--- src/rtl/cbr_pkg.sv ---
package cbr_pkg;

    localparam int DATA_W    = 32;
    localparam int CNT_W     = 16;
    localparam int INSN_LEN  = 3;
    localparam int MISS_COST = 3;

    typedef enum logic [1:0] {
        ASEL_C0   = 2'd0,
        ASEL_C1   = 2'd1,
        ASEL_TOP  = 2'd2,
        ASEL_POP  = 2'd3
    } asel_e;

    typedef enum logic [2:0] {
        CND_EQ = 3'd0,
        CND_GT = 3'd1,
        CND_GE = 3'd2,
        CND_LT = 3'd3,
        CND_LE = 3'd4,
        CND_NE = 3'd5
    } cond_e;

    // Class index used by the statistics counters
    typedef enum logic [1:0] {
        CLS_TAKEN_HIT  = 2'd0,
        CLS_TAKEN_MISS = 2'd1,
        CLS_FALL_HIT   = 2'd2,
        CLS_FALL_MISS  = 2'd3
    } outcome_cls_e;

    typedef struct packed {
        logic [DATA_W-1:0] a_word;
        logic              do_pop;
    } operand_t;

    typedef struct packed {
        logic taken;
        logic guess;
    } outcome_t;

    function automatic logic [DATA_W-1:0] sext8(input logic [7:0] b);
        return {{(DATA_W-8){b[7]}}, b};
    endfunction

    function automatic logic [DATA_W-1:0] zext8(input logic [7:0] b);
        return {{(DATA_W-8){1'b0}}, b};
    endfunction

    function automatic outcome_cls_e classify(input outcome_t o);
        return outcome_cls_e'({~o.taken, o.taken ^ o.guess});
    endfunction

endpackage

--- src/rtl/cbr_operand_sel.sv ---
module cbr_operand_sel
    import cbr_pkg::*;
#(
    parameter int W = DATA_W
) (
    input  logic [1:0]   a_sel,
    input  logic         imm_mode,
    input  logic [W-1:0] stack_top,
    input  logic [W-1:0] const0_word,
    input  logic [W-1:0] const1_word,
    output logic [W-1:0] a_word,
    output logic         do_pop
);
    always_comb begin
        a_word = stack_top;
        do_pop = 1'b0;
        if (imm_mode) begin
            a_word = stack_top;
            do_pop = 1'b1;
        end else begin
            unique case (asel_e'(a_sel))
                ASEL_C0:  a_word = const0_word;
                ASEL_C1:  a_word = const1_word;
                ASEL_TOP: a_word = stack_top;
                ASEL_POP: begin
                    a_word = stack_top;
                    do_pop = 1'b1;
                end
                default:  a_word = stack_top;
            endcase
        end
    end
endmodule

--- src/rtl/cbr_cond_eval.sv ---
module cbr_cond_eval
    import cbr_pkg::*;
#(
    parameter int W = DATA_W
) (
    input  logic [W-1:0] a_word,
    input  logic [W-1:0] b_word,
    input  logic [7:0]   imm_byte,
    input  logic         imm_mode,
    input  logic [2:0]   cond,
    output logic         taken
);
    logic [W-1:0] rhs;
    logic         eq, lt;

    assign rhs = imm_mode ? zext8(imm_byte) : b_word;
    assign eq  = (a_word == rhs);
    assign lt  = ($signed(a_word) < $signed(rhs));

    always_comb begin
        if (imm_mode) begin
            taken = (cond_e'(cond) == CND_NE) ? !eq : eq;
        end else begin
            unique case (cond)
                CND_EQ:  taken = eq;
                CND_GT:  taken = !eq && !lt;
                CND_GE:  taken = !lt;
                CND_LT:  taken = lt;
                CND_LE:  taken = lt || eq;
                CND_NE:  taken = !eq;
                default: taken = 1'b0;
            endcase
        end
    end
endmodule

--- src/rtl/cbr_outcome_stats.sv ---
module cbr_outcome_stats
    import cbr_pkg::*;
#(
    parameter int CW = CNT_W,
    parameter int NCLS = 4
) (
    input  logic                   clk,
    input  logic                   rst,
    input  logic                   ev_valid,
    input  outcome_t               ev,
    output logic [NCLS-1:0][CW-1:0] counts
);
    localparam logic [CW-1:0] SAT = {CW{1'b1}};

    outcome_cls_e cls;
    assign cls = classify(ev);

    for (genvar i = 0; i < NCLS; i++) begin : g_cnt
        logic hit;
        assign hit = ev_valid && (int'(cls) == i);

        always_ff @(posedge clk) begin
            if (rst)
                counts[i] <= '0;
            else if (hit && counts[i] != SAT)
                counts[i] <= counts[i] + 1'b1;
        end


        cnt_monotone_chk: assert property (@(posedge clk) disable iff (rst)
            counts[i] >= $past(counts[i]));


        cnt_saturate_chk: assert property (@(posedge clk) disable iff (rst)
            ($past(counts[i]) == SAT) |-> (counts[i] == SAT));
    end
endmodule

--- src/rtl/cmp_branch_resolver.sv ---
module cmp_branch_resolver
    import cbr_pkg::*;
(
    input  logic        clk,
    input  logic        rst,
    input  logic        ins_valid,
    input  logic [31:0] pc,
    input  logic [1:0]  a_sel,
    input  logic [31:0] stack_top,
    input  logic [31:0] const0_word,
    input  logic [31:0] const1_word,
    input  logic [31:0] b_word,
    input  logic [2:0]  cond,
    input  logic        imm_mode,
    input  logic        pred_taken,
    input  logic [7:0]  disp,
    input  logic [7:0]  imm_byte,
    output logic [31:0] next_pc,
    output logic        redirect,
    output logic [1:0]  penalty,
    output logic        pop,
    output logic [15:0] cnt_taken_hit,
    output logic [15:0] cnt_taken_miss,
    output logic [15:0] cnt_fall_hit,
    output logic [15:0] cnt_fall_miss
);
    localparam int PEN_W = $clog2(MISS_COST + 1);
    localparam logic [PEN_W-1:0] MISS_PEN = PEN_W'(MISS_COST);
    localparam logic [DATA_W-1:0] STEP = DATA_W'(INSN_LEN);

    operand_t              opnd;
    outcome_t              oc;
    logic [DATA_W-1:0]     target, fall_pc;
    logic [3:0][CNT_W-1:0] counts;

    cbr_operand_sel #(.W(DATA_W)) u_sel (
        .a_sel       (a_sel),
        .imm_mode    (imm_mode),
        .stack_top   (stack_top),
        .const0_word (const0_word),
        .const1_word (const1_word),
        .a_word      (opnd.a_word),
        .do_pop      (opnd.do_pop)
    );

    cbr_cond_eval #(.W(DATA_W)) u_cond (
        .a_word   (opnd.a_word),
        .b_word   (b_word),
        .imm_byte (imm_byte),
        .imm_mode (imm_mode),
        .cond     (cond),
        .taken    (oc.taken)
    );

    assign oc.guess = pred_taken;
    assign target   = pc + sext8(disp);
    assign fall_pc  = pc + STEP;

    always_ff @(posedge clk) begin
        if (rst) begin
            next_pc  <= '0;
            redirect <= 1'b0;
            penalty  <= '0;
            pop      <= 1'b0;
        end else if (ins_valid) begin
            next_pc  <= oc.taken ? target : fall_pc;
            redirect <= oc.taken ^ oc.guess;
            penalty  <= (oc.taken ^ oc.guess) ? MISS_PEN : '0;
            pop      <= opnd.do_pop;
        end else begin
            redirect <= 1'b0;
            penalty  <= '0;
            pop      <= 1'b0;
        end
    end

    cbr_outcome_stats #(.CW(CNT_W), .NCLS(4)) u_stats (
        .clk      (clk),
        .rst      (rst),
        .ev_valid (ins_valid),
        .ev       (oc),
        .counts   (counts)
    );

    assign cnt_taken_hit  = counts[CLS_TAKEN_HIT];
    assign cnt_taken_miss = counts[CLS_TAKEN_MISS];
    assign cnt_fall_hit   = counts[CLS_FALL_HIT];
    assign cnt_fall_miss  = counts[CLS_FALL_MISS];


    miss_penalty_chk: assert property (@(posedge clk) disable iff (rst)
        redirect |-> (penalty == MISS_PEN));


    hit_free_chk: assert property (@(posedge clk) disable iff (rst)
        !redirect |-> (penalty == '0));


    pop_origin_chk: assert property (@(posedge clk) disable iff (rst)
        pop |-> $past(ins_valid));


    idle_hold_chk: assert property (@(posedge clk) disable iff (rst)
        !$past(ins_valid) |-> ($stable(next_pc) && !redirect));
endmodule

--- config.mk ---
export PLATFORM = sky130hd
export DESIGN_NAME = cmp_branch_resolver
export DESIGN_NICKNAME = d
export VERILOG_FILES = /design/src/rtl/cbr_pkg.sv /design/src/rtl/cbr_operand_sel.sv /design/src/rtl/cbr_cond_eval.sv /design/src/rtl/cbr_outcome_stats.sv /design/src/rtl/cmp_branch_resolver.sv
export SDC_FILE = /design/constraint.sdc
export NUM_CORES = 1
export LEC_CHECK = 0
export BUFFER_PORTS_ARGS = -buffer_cell sky130_fd_sc_hd__buf_2
export CAP_MARGIN = 25
export CORE_ASPECT_RATIO = 1.75
export CORE_MARGIN = 2
export CORE_UTILIZATION = 51
export CTS_BUF_LIST = sky130_fd_sc_hd__clkbuf_4 sky130_fd_sc_hd__clkbuf_8
export CTS_CLUSTER_SIZE = 30
export DETAILED_ROUTE_END_ITERATION = 8
export GPL_TIMING_DRIVEN = 0
export PLACE_DENSITY = 0.84
export SYNTH_ARGS = -nofsm -noshare
export SYNTH_HDL_FRONTEND = slang
export SYNTH_SLANG_ARGS = --single-unit
--- constraint.sdc ---
create_clock -name clk -period 10.9 [get_ports clk]
set_clock_uncertainty 0.1 [all_clocks]
set_input_delay 1.635 -clock clk [delete_from_list [all_inputs] [get_ports clk]]
set_output_delay 1.635 -clock clk [all_outputs]
set_load 0.01 [all_outputs]
== Word-level counts from Yosys, hierarchy flattened ==
Index checks and enable logic that the tools add are counted.
Operators by class
  magnitude comparators: 1
  eq/ne operators: 16
  reduce and logical (&&, ||, !) cells: 17
  add/subtract/negate cells: 6
  bitwise operators: 3
  muxes and demuxes: 10
Operator list (number)
  $mux 32: 3
  $pmux 32 s3: 1
  $add 16x1->16 const B: 4
  $ne 16x16->1 const B: 4
  $add 32x2->32 const B: 1
  $add 32x32->32: 1
  $eq 32x32->1: 1
  $lt 32x32->1: 1
  $logic_and 1x1->1: 9
  $eq 2x2->1 const B: 4
  $eq 3x2->1 const B: 2
  $eq 3x3->1 const B: 2
  $pmux 1 s6: 1
  $eq 2x1->1 const B: 2
  $logic_not 2->1: 2
  $mux 1: 4
  $reduce_or 2->1: 2
  $eq 3x1->1 const B: 1
  $logic_not 3->1: 1
  $logic_not 1->1: 2
  $mux 2: 1
  $not 1->1: 2
  $logic_or 1x1->1: 1
  $xor 1x1->1: 1
Storage, ports and cells
  input bits: 186
  logic and storage cells: 61
  register bits after elaboration: 100

== Depth between registers and ports, before layout ==
Gate-level depths: netlist of the first run.
  depth in word-level cells: 13
  mapped depth: 30

== Hierarchy ==
A second synthesis of the first run with hierarchy kept.
Second synthesis, totals
  cells, all modules: 1055
  area total of the unflattened synthesis: 8134.1 µm²
By module, submodules not included
  cbr_outcome_stats: instances 1, cells each 401, area an instance 3340.7 µm², seq. area each 1281.2 µm²
  cmp_branch_resolver: instances 1, cells each 404, area an instance 2952.8 µm², seq. area each 680.7 µm²
  cbr_cond_eval: instances 1, cells each 139, area an instance 1077.3 µm², seq. area each 0.0 µm²
  cbr_operand_sel: instances 1, cells each 111, area an instance 763.2 µm², seq. area each 0.0 µm²

== Worst setup path before layout of the first run ==
OpenSTA, ideal clock, no wires.
  path type: input-to-reg
  start point: input port a_sel[0]
  end point: register next_pc[30]
  setup slack: 2.486 ns
  data arrival time: 8.186 ns
  cell stages on the path: 26
  setup time: 0.128 ns
  buffers on the path: 3
  cells stage by stage: clkbuf_1 > buf_1 > mux2i_1 > o21ai_0 > ha_1 > nand3_1 > or4_4 > nor4_4 > nand2_1 > ha_1 > or4b_1 > a32o_1 > or2_2 > buf_2 > and2_1 > ha_1 > and2_1 > a221o_1 > a2111o_1 > a31oi_1 > nor3_1 > nor4_1 > o311ai_0 > xor2_1 > mux2i_1 > nor2_1
On the way
  longest elaborated chain between the ends: 10
RTL lines
  start: declaration: line cmp_branch_resolver.sv:8  | input logic [1:0] a_sel,
  $eq 2x2->1: line cbr_operand_sel.sv:21  | unique case (asel_e'(a_sel))
  $reduce_or 2->1 (no line)
  $pmux 32 s3 (*): line cbr_operand_sel.sv:21
  $mux 32 (*): line cbr_operand_sel.sv:17  | if (imm_mode) begin
  $lt 32x32->1 / $eq 32x32->1 (equally long branches): line cbr_cond_eval.sv:18, cbr_cond_eval.sv:17
  $logic_not 1->1 (on tied branches)
  $logic_and 1x1->1: line cbr_cond_eval.sv:26  | CND_GT: taken = !eq && !lt;
  $pmux 1 s6: line cbr_cond_eval.sv:24  | unique case (cond)
  $mux 1 (*): line cbr_cond_eval.sv:21  | if (imm_mode) begin
  $mux 32 (*): line cmp_branch_resolver.sv:66  | next_pc <= oc.taken ? target : fall_pc;
  end signal: assignment: line cmp_branch_resolver.sv:66
  end: declaration: line cmp_branch_resolver.sv:18  | output logic [31:0] next_pc,
Every way passes the cells marked *; elsewhere a longest branch is shown, timed or not.
A chain may end at the register's enable or synchronous reset.

== Final worst setup path of the first run ==
  start point: input port imm_mode
  end point: register next_pc[25]
On the way
  longest elaborated chain between the ends: 7
RTL lines
  start: declaration: line cmp_branch_resolver.sv:14  | input logic imm_mode,
  $mux 32 (on tied branches): line cbr_operand_sel.sv:17, cbr_cond_eval.sv:16
  $lt 32x32->1 / $eq 32x32->1 (equally long branches): line cbr_cond_eval.sv:18, cbr_cond_eval.sv:17
  $logic_not 1->1 (on tied branches)
  $logic_and 1x1->1: line cbr_cond_eval.sv:26
  $pmux 1 s6: line cbr_cond_eval.sv:24
  $mux 1 (*): line cbr_cond_eval.sv:21
  $mux 32 (*): line cmp_branch_resolver.sv:66
Marked as above.

==> results of run 1 <==
==> routing by layer <==
layer / global-route usage [%] / share of wire, % / up-vias
li1: - / - / 3789
met2: 61.1 / 54 / 280
met4: 15.5 / 4.5 / 8
met5: 0 / 0.22 / -
met1: 26.7 / 32 / 3642
met3: 10.0 / 9.0 / 77
==> cells in the final DEF (no fill, tap or decap), types with 30 or more instances in the layout <==
master,synthesis,final
nor2_1,110,110
a21oi_1,51,51
nand2b_1,34,34
xor2_1,43,43
nand3_1,30,30
o21ai_0,56,56
xnor2_1,37,37
nand2_1,73,73
mux2i_1,68,68
buf_2,1,282
clkbuf_1,31,31
dfxtp_1,98,98
ha_1,72,72
==> power by group through the flow <==
stage	Sequential, mW	Combinational, mW	Clock, mW
5_1_grt	0.383	0.310	0.286
3_5_place_dp	0.389	0.276	0
3_3_place_gp	0.389	0.269	0
2_1_floorplan	0.396	0.170	0
6_report	0.382	0.281	0.269
4_1_cts	0.381	0.278	0.274
==> layout make-up <==
class	count	share of cell area, %
timing repair buffer	281	15.3
antenna	5	0.136
tap	180	2.45
multi-input combinational	751	56.0
clock buffer	10	1.43
clock inverter	6	1.02
buffer	38	1.65
sequential	98	21.3
inverter	17	0.694
==> cell families after synthesis <==
logic type	after synthesis	synth area share, %
buffers and inverters	55	2.94
adder cells (fa/ha/maj)	73	12.6
AND/OR/NAND/NOR	352	23.8
XOR/XNOR	80	9.57
multiplexers	70	9.60
flip-flops	98	26.8
AO/OA/AOI/OAI	176	14.8
==> final timing paths <==
kind / to / cells after the start / startpoint
max reg2reg: u_stats.counts[15] / 10 / u_stats.counts[7]
max: next_pc[25] / 29 / imm_mode
min reg2reg: next_pc[26] / 2 / next_pc[26]
min: next_pc[26] / 2 / next_pc[26]
==> worst min-delay path: stages (launching register included) <==
cell and delay (ns):
dfxtp_1 0.32, nand2b_1 0.06, o22ai_1 0.07
==> registers in the layout, summed over array words and instances, names as in the netlist <==
register        flops
pop                 1
next_pc            32
penalty             1
u_stats.counts     64
==> metrics.yaml, run 1 <==
fin_cells: 1386
synth_top_area_share_pct: 26.8
async_reset_ff_share_pct: 0
critPathTopFamily: "simple AND/OR/NAND/NOR gates"
syn2layout_area_growth_pct: 25.5
nFillCells: 1301
root_buffer: "clkbuf_8"
hold_viol: 0
rsz0062_at_grt: "false"
fp.dieW_um: 94.6
cp-end-kind: "flip-flop"
pwr_density_cell_mw_per_mm2: 101
hold_buffers: 0
syn_area_per_cell_um2: 8.10
crit_slowest_cell: "a2111oi_0"
synth.area.top_cells: "dfxtp_1 27%, ha_1 12%, mux2i_1 9.3%, nor2_1 5.6%, xor2_1 5.1%"
drive_gt1_share_pct: 26.0
hold_slack_ns: 0.389
hold_path_class: "reg -> reg"
cts_tree: "done"
peakVddDrop_v: 0.0000930
combPwrFrac_pct: 30.1
synthesis.area_mm2: 0.00732
ant_nets: 0
crit_buf_inv: 5
critical_path_class: "in -> reg"
post_cts_buffers: 0
hpwl_um: 19800
tightest_slew_ns: 0.987
drv_cap: 0
slew_viol_final: 0
fin_total_pwr_mw: 0.931
synth.distinct_cells: 58
routedWlPerCell_um: 17.5
finish.utilization_pct: 64.6
ys_dominant_reg_cell: "dfxtp_1"
synth_nets: 1163
critical_path_arrival_ns: 10.13
grt_usage_pct: 31.0
pin_count: 286
portBuffers: 281
grt_pass1_vias: 7826
yosysSeqAreaShare_pct: 26.8
placed_cell_area_mm2: 0.00895
gp_congestion: 0.982
synth_area_leader_cell: "dfxtp_1"
grt_pass1_wl_um: 36900
r2r_setup_slack_ns: 7.71
overflow: 0
synth.most_common_cell: "nor2_1"
seq_power_share_pct: 41.0
cts.path.max_buffers: 2
area.sequential_mm2: 0.00196
clockPowerShare_pct: 28.9
cts_resized: 0
cp.required_ns: 11.04
critPathMaxFanout: 24
start_kind: "input pin"
clk_latency_ns: 0.37
power.leakage_nw: 4.52
synth_edf_count: 0
cts_made_buffers: 9
coreArea_mm2: 0.0142
rows: 58
place_inst: 1365
stdcell_area_mm2: 0.00919
multi_input_area_mm2: 0.00515
drt_iter0_markers: 238
synth.yosys.warnings: 0
worst_slack_ns: 0.909
pre_cts_slack_ns: 0.707
power.switching_mw: 0.299
period_needed_ns: 9.99
grt_max_degree: 25
critPathMaxStageDelay_ns: 0.69
cp_common_cell: "clkbuf_1"
htreeDepth: 3
ys_seq_elements: 98
vias: 7796
die_area_mm2: 0.0154
wirelength_um: 24200
numClockSinks: 98
setup-tns-final_ns: 0
via_per_inst: 5.62
start_util_pct: 51.5
fin_crit_sh_pct: 91.7
clk_pin_slew_worst_paths_ns: 0.09
fmax_mhz: 100
swShare_pct: 32.1
final_net_count: 1455
drtPass1Iterations: 4
drc: 0
slew-limit-headroom_pct: 34.2
die_h_um: 163
antenna_found_initial: 9
status: "finished clean"
internal_power_mw: 0.632
setup_violations: 0
synthTopCellsByCount: "110 x nor2_1, 98 x dfxtp_1, 73 x nand2_1, 72 x ha_1, 68 x mux2i_1"
synthCells: 904
Note: power is estimated with default switching activity, not from simulation.
==> run 2: changes to the inputs <==
CORE_UTILIZATION = 53   (was 51)
PLACE_DENSITY = 0.85   (was 0.84)
SYNTH_HIERARCHICAL = 1   (was default)
==> run 2 against run 1 <==
Effect of this change:
- count of clock-buffer cells in the layout down 1
- sequential share of layout area fell by 1.6 points
- power decreased by 7.6%
- worst setup slack better by 2.8 ns
- utilization up 2.0 points
- synthesized cell count grew 17%
- global-route usage grew 0.24 points
- combinational power decreased by 13%
- flip-flop and latch count unchanged
- clock power shrank 11%
- die area rose by 6.6%
- final cell count grew 10%
- critical path type unchanged
- highest routed layer is now met4
==> metrics.yaml, run 2 <==
slew-limit-headroom_pct: 30.6  # was 34.2%
setup_violations: 0  # unchanged
numClockSinks: 98  # unchanged
power.leakage_nw: 4.36  # was 4.52 nW
start_util_pct: 54.5  # was 51.5%
overflow: 0  # unchanged
synth_nets: 1286  # was 1163
largestRegisters: "u_stats/counts (64), next_pc (32)"  # was u_stats.counts (64), next_pc (32)
hold_path_depth: 2  # unchanged
synth.most_common_cell: "dfxtp_1"  # was nor2_1
synth.area.top_cells: "dfxtp_1 24%, mux2i_1 7.6%, ha_1 6.8%, nor2_1 4.2%, a21oi_1 4.1%"  # was dfxtp_1 27%, ha_1 12%, mux2i_1 9.3%, nor2_1 5.6%, xor2_1 5.1%
die_area_mm2: 0.0164  # was 0.0154 mm2
hold_slack_ns: 0.350  # was 0.389 ns
rows: 59  # was 58
hold_buffers: 0  # unchanged
portBuffers: 269  # was 281
wirelength_um: 26700  # was 24200 um
hold_end: "next_pc[15]"  # was next_pc[26]
synth_edf_count: 0  # unchanged
layout_common_cells: "288 x buf_2, 98 x dfxtp_1, 91 x nor2_1"  # was 282 x buf_2, 110 x nor2_1, 98 x dfxtp_1
grt_pass1_vias: 8902  # was 7826
cp-end-kind: "flip-flop"  # unchanged
crit_slowest_cell: "or4b_1"  # was a2111oi_0
stdcell_area_mm2: 0.00993  # was 0.00919 mm2
r2r_setup_slack_ns: 8.33  # was 7.71 ns
grt_max_degree: 20  # was 25
critical_path_arrival_ns: 7.30  # was 10.13 ns
antenna_found_initial: 2  # was 9
critPathTopFamily: "simple AND/OR/NAND/NOR gates"  # unchanged
peakVddDrop_v: 0.0000589  # was 0.0000930 V
die_h_um: 168  # was 163 um
cts_resized: 0  # unchanged
synth_top_area_share_pct: 24.1  # was 26.8%
synth.yosys.warnings: 6  # was 0
regMostFlops: "u_stats/counts"  # was u_stats.counts
final_common_cell: "buf_2"  # unchanged
vias: 9376  # was 7796
critical_path_class: "in -> reg"  # unchanged
hold_path_class: "reg -> reg"  # unchanged
pin_count: 286  # unchanged
syn_area_per_cell_um2: 7.71  # was 8.10 um2
gp_congestion: 1.04  # was 0.982
post_cts_buffers: 0  # unchanged
drt_iter0_markers: 484  # was 238
syn2layout_area_growth_pct: 22.1  # was 25.5%
slew_viol_final: 0  # unchanged
async_reset_ff_share_pct: 0  # unchanged
cts_tree: "done"  # unchanged
via_per_inst: 6.13  # was 5.62
htreeDepth: 3  # unchanged
fp.dieW_um: 97.6  # was 94.6 um
ant_nets: 0  # unchanged
clk_latency_ns: 0.38  # was 0.37 ns
critPathMaxFanout: 10  # was 24
cts.path.max_buffers: 2  # unchanged
fin_crit_sh_pct: 65.6  # was 91.7%
setup-tns-final_ns: 0  # unchanged
nFillCells: 1374  # was 1301
ys_dominant_reg_cell: "dfxtp_1"  # unchanged
r2r-start: "u_stats/counts[16]"  # was u_stats.counts[7]
synthesis.area_mm2: 0.00813  # was 0.00732 mm2
crit_buf_inv: 6  # was 5
tightest_slew_ns: 1.03  # was 0.987 ns
clk_pin_slew_worst_paths_ns: 0.11  # was 0.09 ns
synthCells: 1055  # was 904
grt_pass1_wl_um: 42600  # was 36900 um
start_kind: "input pin"  # unchanged
drtPass1Iterations: 7  # was 4
worstRegToRegCells: 5  # was 10
synth.distinct_cells: 83  # was 58
fmax_mhz: 140  # was 100 MHz
root_buffer: "clkbuf_8"  # unchanged
drv_cap: 0  # unchanged
largest_register_ffs: 64  # unchanged
hpwl_um: 21500  # was 19800 um
r2r_end: "u_stats/counts[25]"  # was u_stats.counts[15]
hold_viol: 0  # unchanged
rsz0062_at_grt: "false"  # unchanged
yosysSeqAreaShare_pct: 24.1  # was 26.8%
grt_usage_pct: 31.2  # was 31.0%
critPathMaxStageDelay_ns: 0.58  # was 0.69 ns
cts_made_buffers: 9  # unchanged
final_net_count: 1570  # was 1455
coreArea_mm2: 0.0149  # was 0.0142 mm2
drive_gt1_share_pct: 26.9  # was 26.0%
synth_area_leader_cell: "dfxtp_1"  # unchanged
synthTopCellsByCount: "98 x dfxtp_1, 91 x nor2_1, 76 x nand2_1, 66 x a21oi_1, 62 x mux2i_1"  # was 110 x nor2_1, 98 x dfxtp_1, 73 x nand2_1, 72 x ha_1, 68 x mux2i_1
period_needed_ns: 7.16  # was 9.99 ns
ys_seq_elements: 98  # unchanged
finish.utilization_pct: 66.6  # was 64.6%
pwr_density_cell_mw_per_mm2: 86.6  # was 101 mW/mm2
min_from: "next_pc[15]"  # was next_pc[26]
drc: 0  # unchanged
status: "finished clean"  # unchanged
placed_cell_area_mm2: 0.00972  # was 0.00895 mm2
routedWlPerCell_um: 17.5  # about the same
cp.required_ns: 11.05  # was 11.04 ns
## run 2: kinds of logic (layout without fill, tap and decap cells)
| family | count (synthesis) | after routing | synth area share [%] |
|---|---|---|---|
| simple gates | 463 | 463 | 31.2 |
| compound gates | 253 | 253 | 19.0 |
| flops | 98 | 98 | 24.1 |
| buf+inv | 84 | 373 | 5.09 |
| mux | 80 | 80 | 10.1 |
| fa+ha+maj | 45 | 45 | 7.01 |
| xor+xnor | 32 | 32 | 3.45 |
| other cells | 0 | 3 | 0 |
## run 2: layout make-up
type | count | area, um2 | area share (%)
diodes | 3 | 7.51 | 0.0756
repair buffers | 273 | 1370 | 13.8
well taps | 183 | 229 | 2.30
flip-flops and latches | 98 | 1960 | 19.7
inverters | 17 | 63.8 | 0.642
multi-input cells | 873 | 5760 | 58.0
plain buffers | 67 | 350 | 3.53
clock buffers | 9 | 124 | 1.25
clock inverters | 7 | 71.3 | 0.718
## run 2: worst max-delay path by stage
| stage | from | slack [ns] | to | depth (start not counted) |
|---|---|---|---|---|
| 2_1_floorplan | a_sel[0] | 4.39 | next_pc[17] | 24 |
| 3_3_place_gp | imm_mode | 3.07 | next_pc[17] | 24 |
| 3_5_place_dp | imm_mode | 2.87 | next_pc[17] | 24 |
| 4_1_cts | imm_mode | 3.26 | next_pc[17] | 24 |
| 5_1_grt | imm_mode | 3.38 | next_pc[24] | 25 |
| 6_report | imm_mode | 3.74 | next_pc[17] | 25 |
## run 2: metrics by stage
step	worst slack (ns)	cells	power [mW]
finish	3.74	1530	0.860
floorplan	4.39	1055	0.536
global placement	3.07	1507	0.619
CTS	3.26	1525	0.860
detailed placement	2.87	1509	0.625
global route	3.38	1528	0.904
## run 2: metal layers
metal / share of wire [%] / global-route usage [%]
met5: 0 / 0
met4: 4.3 / 14.9
met2: 51 / 56.8
met3: 6.8 / 5.31
met1: 37 / 34.9
## run 2: worst reg2reg max path: cells and delay by family, from the launching register on
kind	cells	cell delay [ns]
mux	1	0.31
flops	1	0.41
simple gates	3	1.43
fa+ha+maj	1	0.21
## run 2: report_power, final
group          internal, mW  switching [mW]  total (mW)
Combinational         0.106           0.139       0.245
Sequential            0.369         0.00701       0.376
Clock                0.0899           0.149       0.239
Total                 0.565           0.295       0.860
==> run 3: changes to the inputs <==
CORE_UTILIZATION = 47   (was 53)
PLACE_DENSITY = 0.8   (was 0.85)
clock period = 6 ns   (was 10.9 ns; I/O delays follow)
==> run 3 against run 2 <==
Effect of this change:
- critical path depth stayed put
- clock power is 97% higher
- register-to-register slack worse by 4.8 ns
- die area is 12% higher
- final cell count is 2.8% higher
- sequential share of layout area is 0.41 points lower
- count of clock-buffer cells in the layout stayed put
- final area is 2.1% higher
- wire length is 2.2% higher
- largest cell class unchanged
==> metrics.yaml, run 3 (synthesis results as in run 2) <==
start_kind: "input pin"  # unchanged
internal_power_mw: 1.07  # was 0.565 mW
antennaDiodeCount: 0  # was 3
swShare_pct: 33.5  # was 34.3%
die_area_mm2: 0.0184  # was 0.0164 mm2
combPwrFrac_pct: 28.4  # was 28.5%
pin_count: 286  # unchanged
via_per_inst: 5.95  # was 6.13
largest_register_ffs: 64  # unchanged
grt_usage_pct: 28.6  # was 31.2%
drv_cap: 0  # unchanged
wl_met2_um: 14000  # was 13700 um
clk_pin_slew_worst_paths_ns: 0.11  # about the same
placed_cell_area_mm2: 0.00977  # was 0.00972 mm2
drive_gt1_share_pct: 28.5  # was 26.9%
hold_viol: 0  # unchanged
stdcell_area_mm2: 0.0101  # was 0.00993 mm2
numClockSinks: 98  # unchanged
hold_path_depth: 2  # unchanged
routedWlPerCell_um: 17.4  # was 17.5 um
fmax_mhz: 174
gp_congestion: 1.01  # was 1.04
coreArea_mm2: 0.0169  # was 0.0149 mm2
grt_pass1_wl_um: 41700  # was 42600 um
fin_total_pwr_mw: 1.61  # was 0.860 mW
setup-tns-final_ns: 0  # unchanged
fp.dieW_um: 103  # was 97.6 um
largestRegisters: "u_stats/counts (64), next_pc (32)"  # unchanged
power.leakage_nw: 4.39  # was 4.36 nW
drt_iter0_markers: 329  # was 484
clockPowerShare_pct: 29.2  # was 27.8%
pwr_density_cell_mw_per_mm2: 159  # was 86.6 mW/mm2
slew-limit-headroom_pct: 29.8  # was 30.6%
status: "finished clean"  # unchanged
critPathMaxFanout: 10  # unchanged
tightest_slew_ns: 1.04  # was 1.03 ns
period_needed_ns: 5.76
hold_end: "next_pc[15]"  # unchanged
cts_made_buffers: 9  # unchanged
cp-end-kind: "flip-flop"  # unchanged
place_inst: 1553  # was 1509
grt_pass1_vias: 8868  # was 8902
final_common_cell: "buf_2"  # unchanged
pre_cts_slack_ns: -1.11  # was 2.87 ns
maxUsedRoutingLayer: "met5"  # was met4
layout_common_cells: "288 x buf_2, 98 x dfxtp_1, 89 x nor2_1"  # was 288 x buf_2, 98 x dfxtp_1, 91 x nor2_1
worst_slack_ns: 0.237  # was 3.74 ns
dr_wl_met3_um: 1710  # was 1810 um
antenna_found_initial: 2  # unchanged
start_util_pct: 48.0  # was 54.5%
min_from: "next_pc[15]"  # unchanged
critical_path_class: "in -> reg"  # unchanged
critical_path_arrival_ns: 5.89  # was 7.30 ns
rows: 63  # was 59
final_net_count: 1572  # was 1570
hold_path_class: "reg -> reg"  # unchanged
cts.path.max_buffers: 2  # unchanged
worstRegToRegCells: 5  # unchanged
portBuffers: 269  # unchanged
vias: 9365  # was 9376
r2r_setup_slack_ns: 3.52  # was 8.33 ns
root_buffer: "clkbuf_8"  # unchanged
power.switching_mw: 0.540  # was 0.295 mW
fin_cells: 1573  # was 1530
cp.required_ns: 6.13  # was 11.05 ns
cts_tree: "done"  # unchanged
setup_violations: 0  # unchanged
drc: 0  # unchanged
seq_power_share_pct: 42.4  # was 43.7%
overflow: 0  # unchanged
clk_latency_ns: 0.38  # about the same
htreeDepth: 3  # unchanged
syn2layout_area_growth_pct: 24.7  # was 22.1%
drtPass1Iterations: 5  # was 7
slew_viol_final: 0  # unchanged
die_h_um: 178  # was 168 um
wirelength_um: 27300  # was 26700 um
wl_met1_um: 10200  # was 10000 um
fin_crit_sh_pct: 96.0
peakVddDrop_v: 0.000134  # was 0.0000589 V
r2r-start: "u_stats/counts[16]"  # unchanged
r2r_end: "u_stats/counts[17]"  # was u_stats/counts[25]
hpwl_um: 21900  # was 21500 um
grt_max_degree: 20  # unchanged
ant_nets: 0  # unchanged
regMostFlops: "u_stats/counts"  # unchanged
run 3: power by group through the flow:
stage	registers (mW)	logic [mW]	clock network, mW
floorplan	0.706	0.267	0
global placement	0.698	0.429	0
detailed placement	0.698	0.437	0
CTS	0.684	0.443	0.479
global route	0.687	0.504	0.506
finish	0.684	0.457	0.472
run 3: stage by stage:
stage,utilization [%],hold WS [ns]
after floorplan,-,0.370
after global placement,57.6,0.337
after detailed placement,57.7,0.343
after CTS,59.1,0.359
after global routing,59.9,0.391
final,59.9,0.356
run 3: routing by layer:
layer	global-route usage, %	vias up
li1	-	4509
met1	31.1	4349
met2	50.5	405
met3	5.05	100
met4	16.2	2
met5	0	-
run 3: worst max path at each step:
| stage | from | endpoint | slack, ns |
|---|---|---|---|
| floorplan | a_sel[0] | next_pc[17] | 0.22 |
| global placement | imm_mode | next_pc[10] | -1.16 |
| detailed placement | imm_mode | next_pc[17] | -1.11 |
| CTS | imm_mode | next_pc[24] | 0.003 |
| global route | a_sel[0] | next_pc[17] | -0.03 |
| finish | a_sel[1] | next_pc[22] | 0.24 |
run 3: worst max-delay path, stage by stage:
cell and delay, ns:
buf_2 0.14, or2_4 0.29, buf_6 0.15, o21ai_1 0.15
ha_1 0.28, a21oi_1 0.17, nand2_1 0.08, a221oi_2 0.29
a31oi_2 0.14, or4_1 0.52, nand4b_1 0.16, a31oi_4 0.12
buf_4 0.20, nand2b_1 0.08, ha_1 0.15, inv_1 0.05
fa_1 0.39, nand2b_2 0.24, a211oi_4 0.40, o211a_1 0.29
buf_4 0.13, a41o_1 0.18, and2_1 0.15, xnor2_1 0.14
o22ai_1 0.11
run 3: layout make-up:
type	count	area, um2
well taps	227	284
clock inverters	7	93.8
flip-flops and latches	98	1960
repair buffers	275	1390
fillers	1585	6800
plain buffers	67	369
multi-input cells	873	5860
inverters	17	63.8
clock buffers	9	124
run 3: repair_timing:
action,4_1_cts,5_1_grt
pin swaps,0,5
endpoints found under the setup margin,25,24
gates cloned,0,0
hold buffers,0,0
resized for setup,6,30
setup buffers,0,4
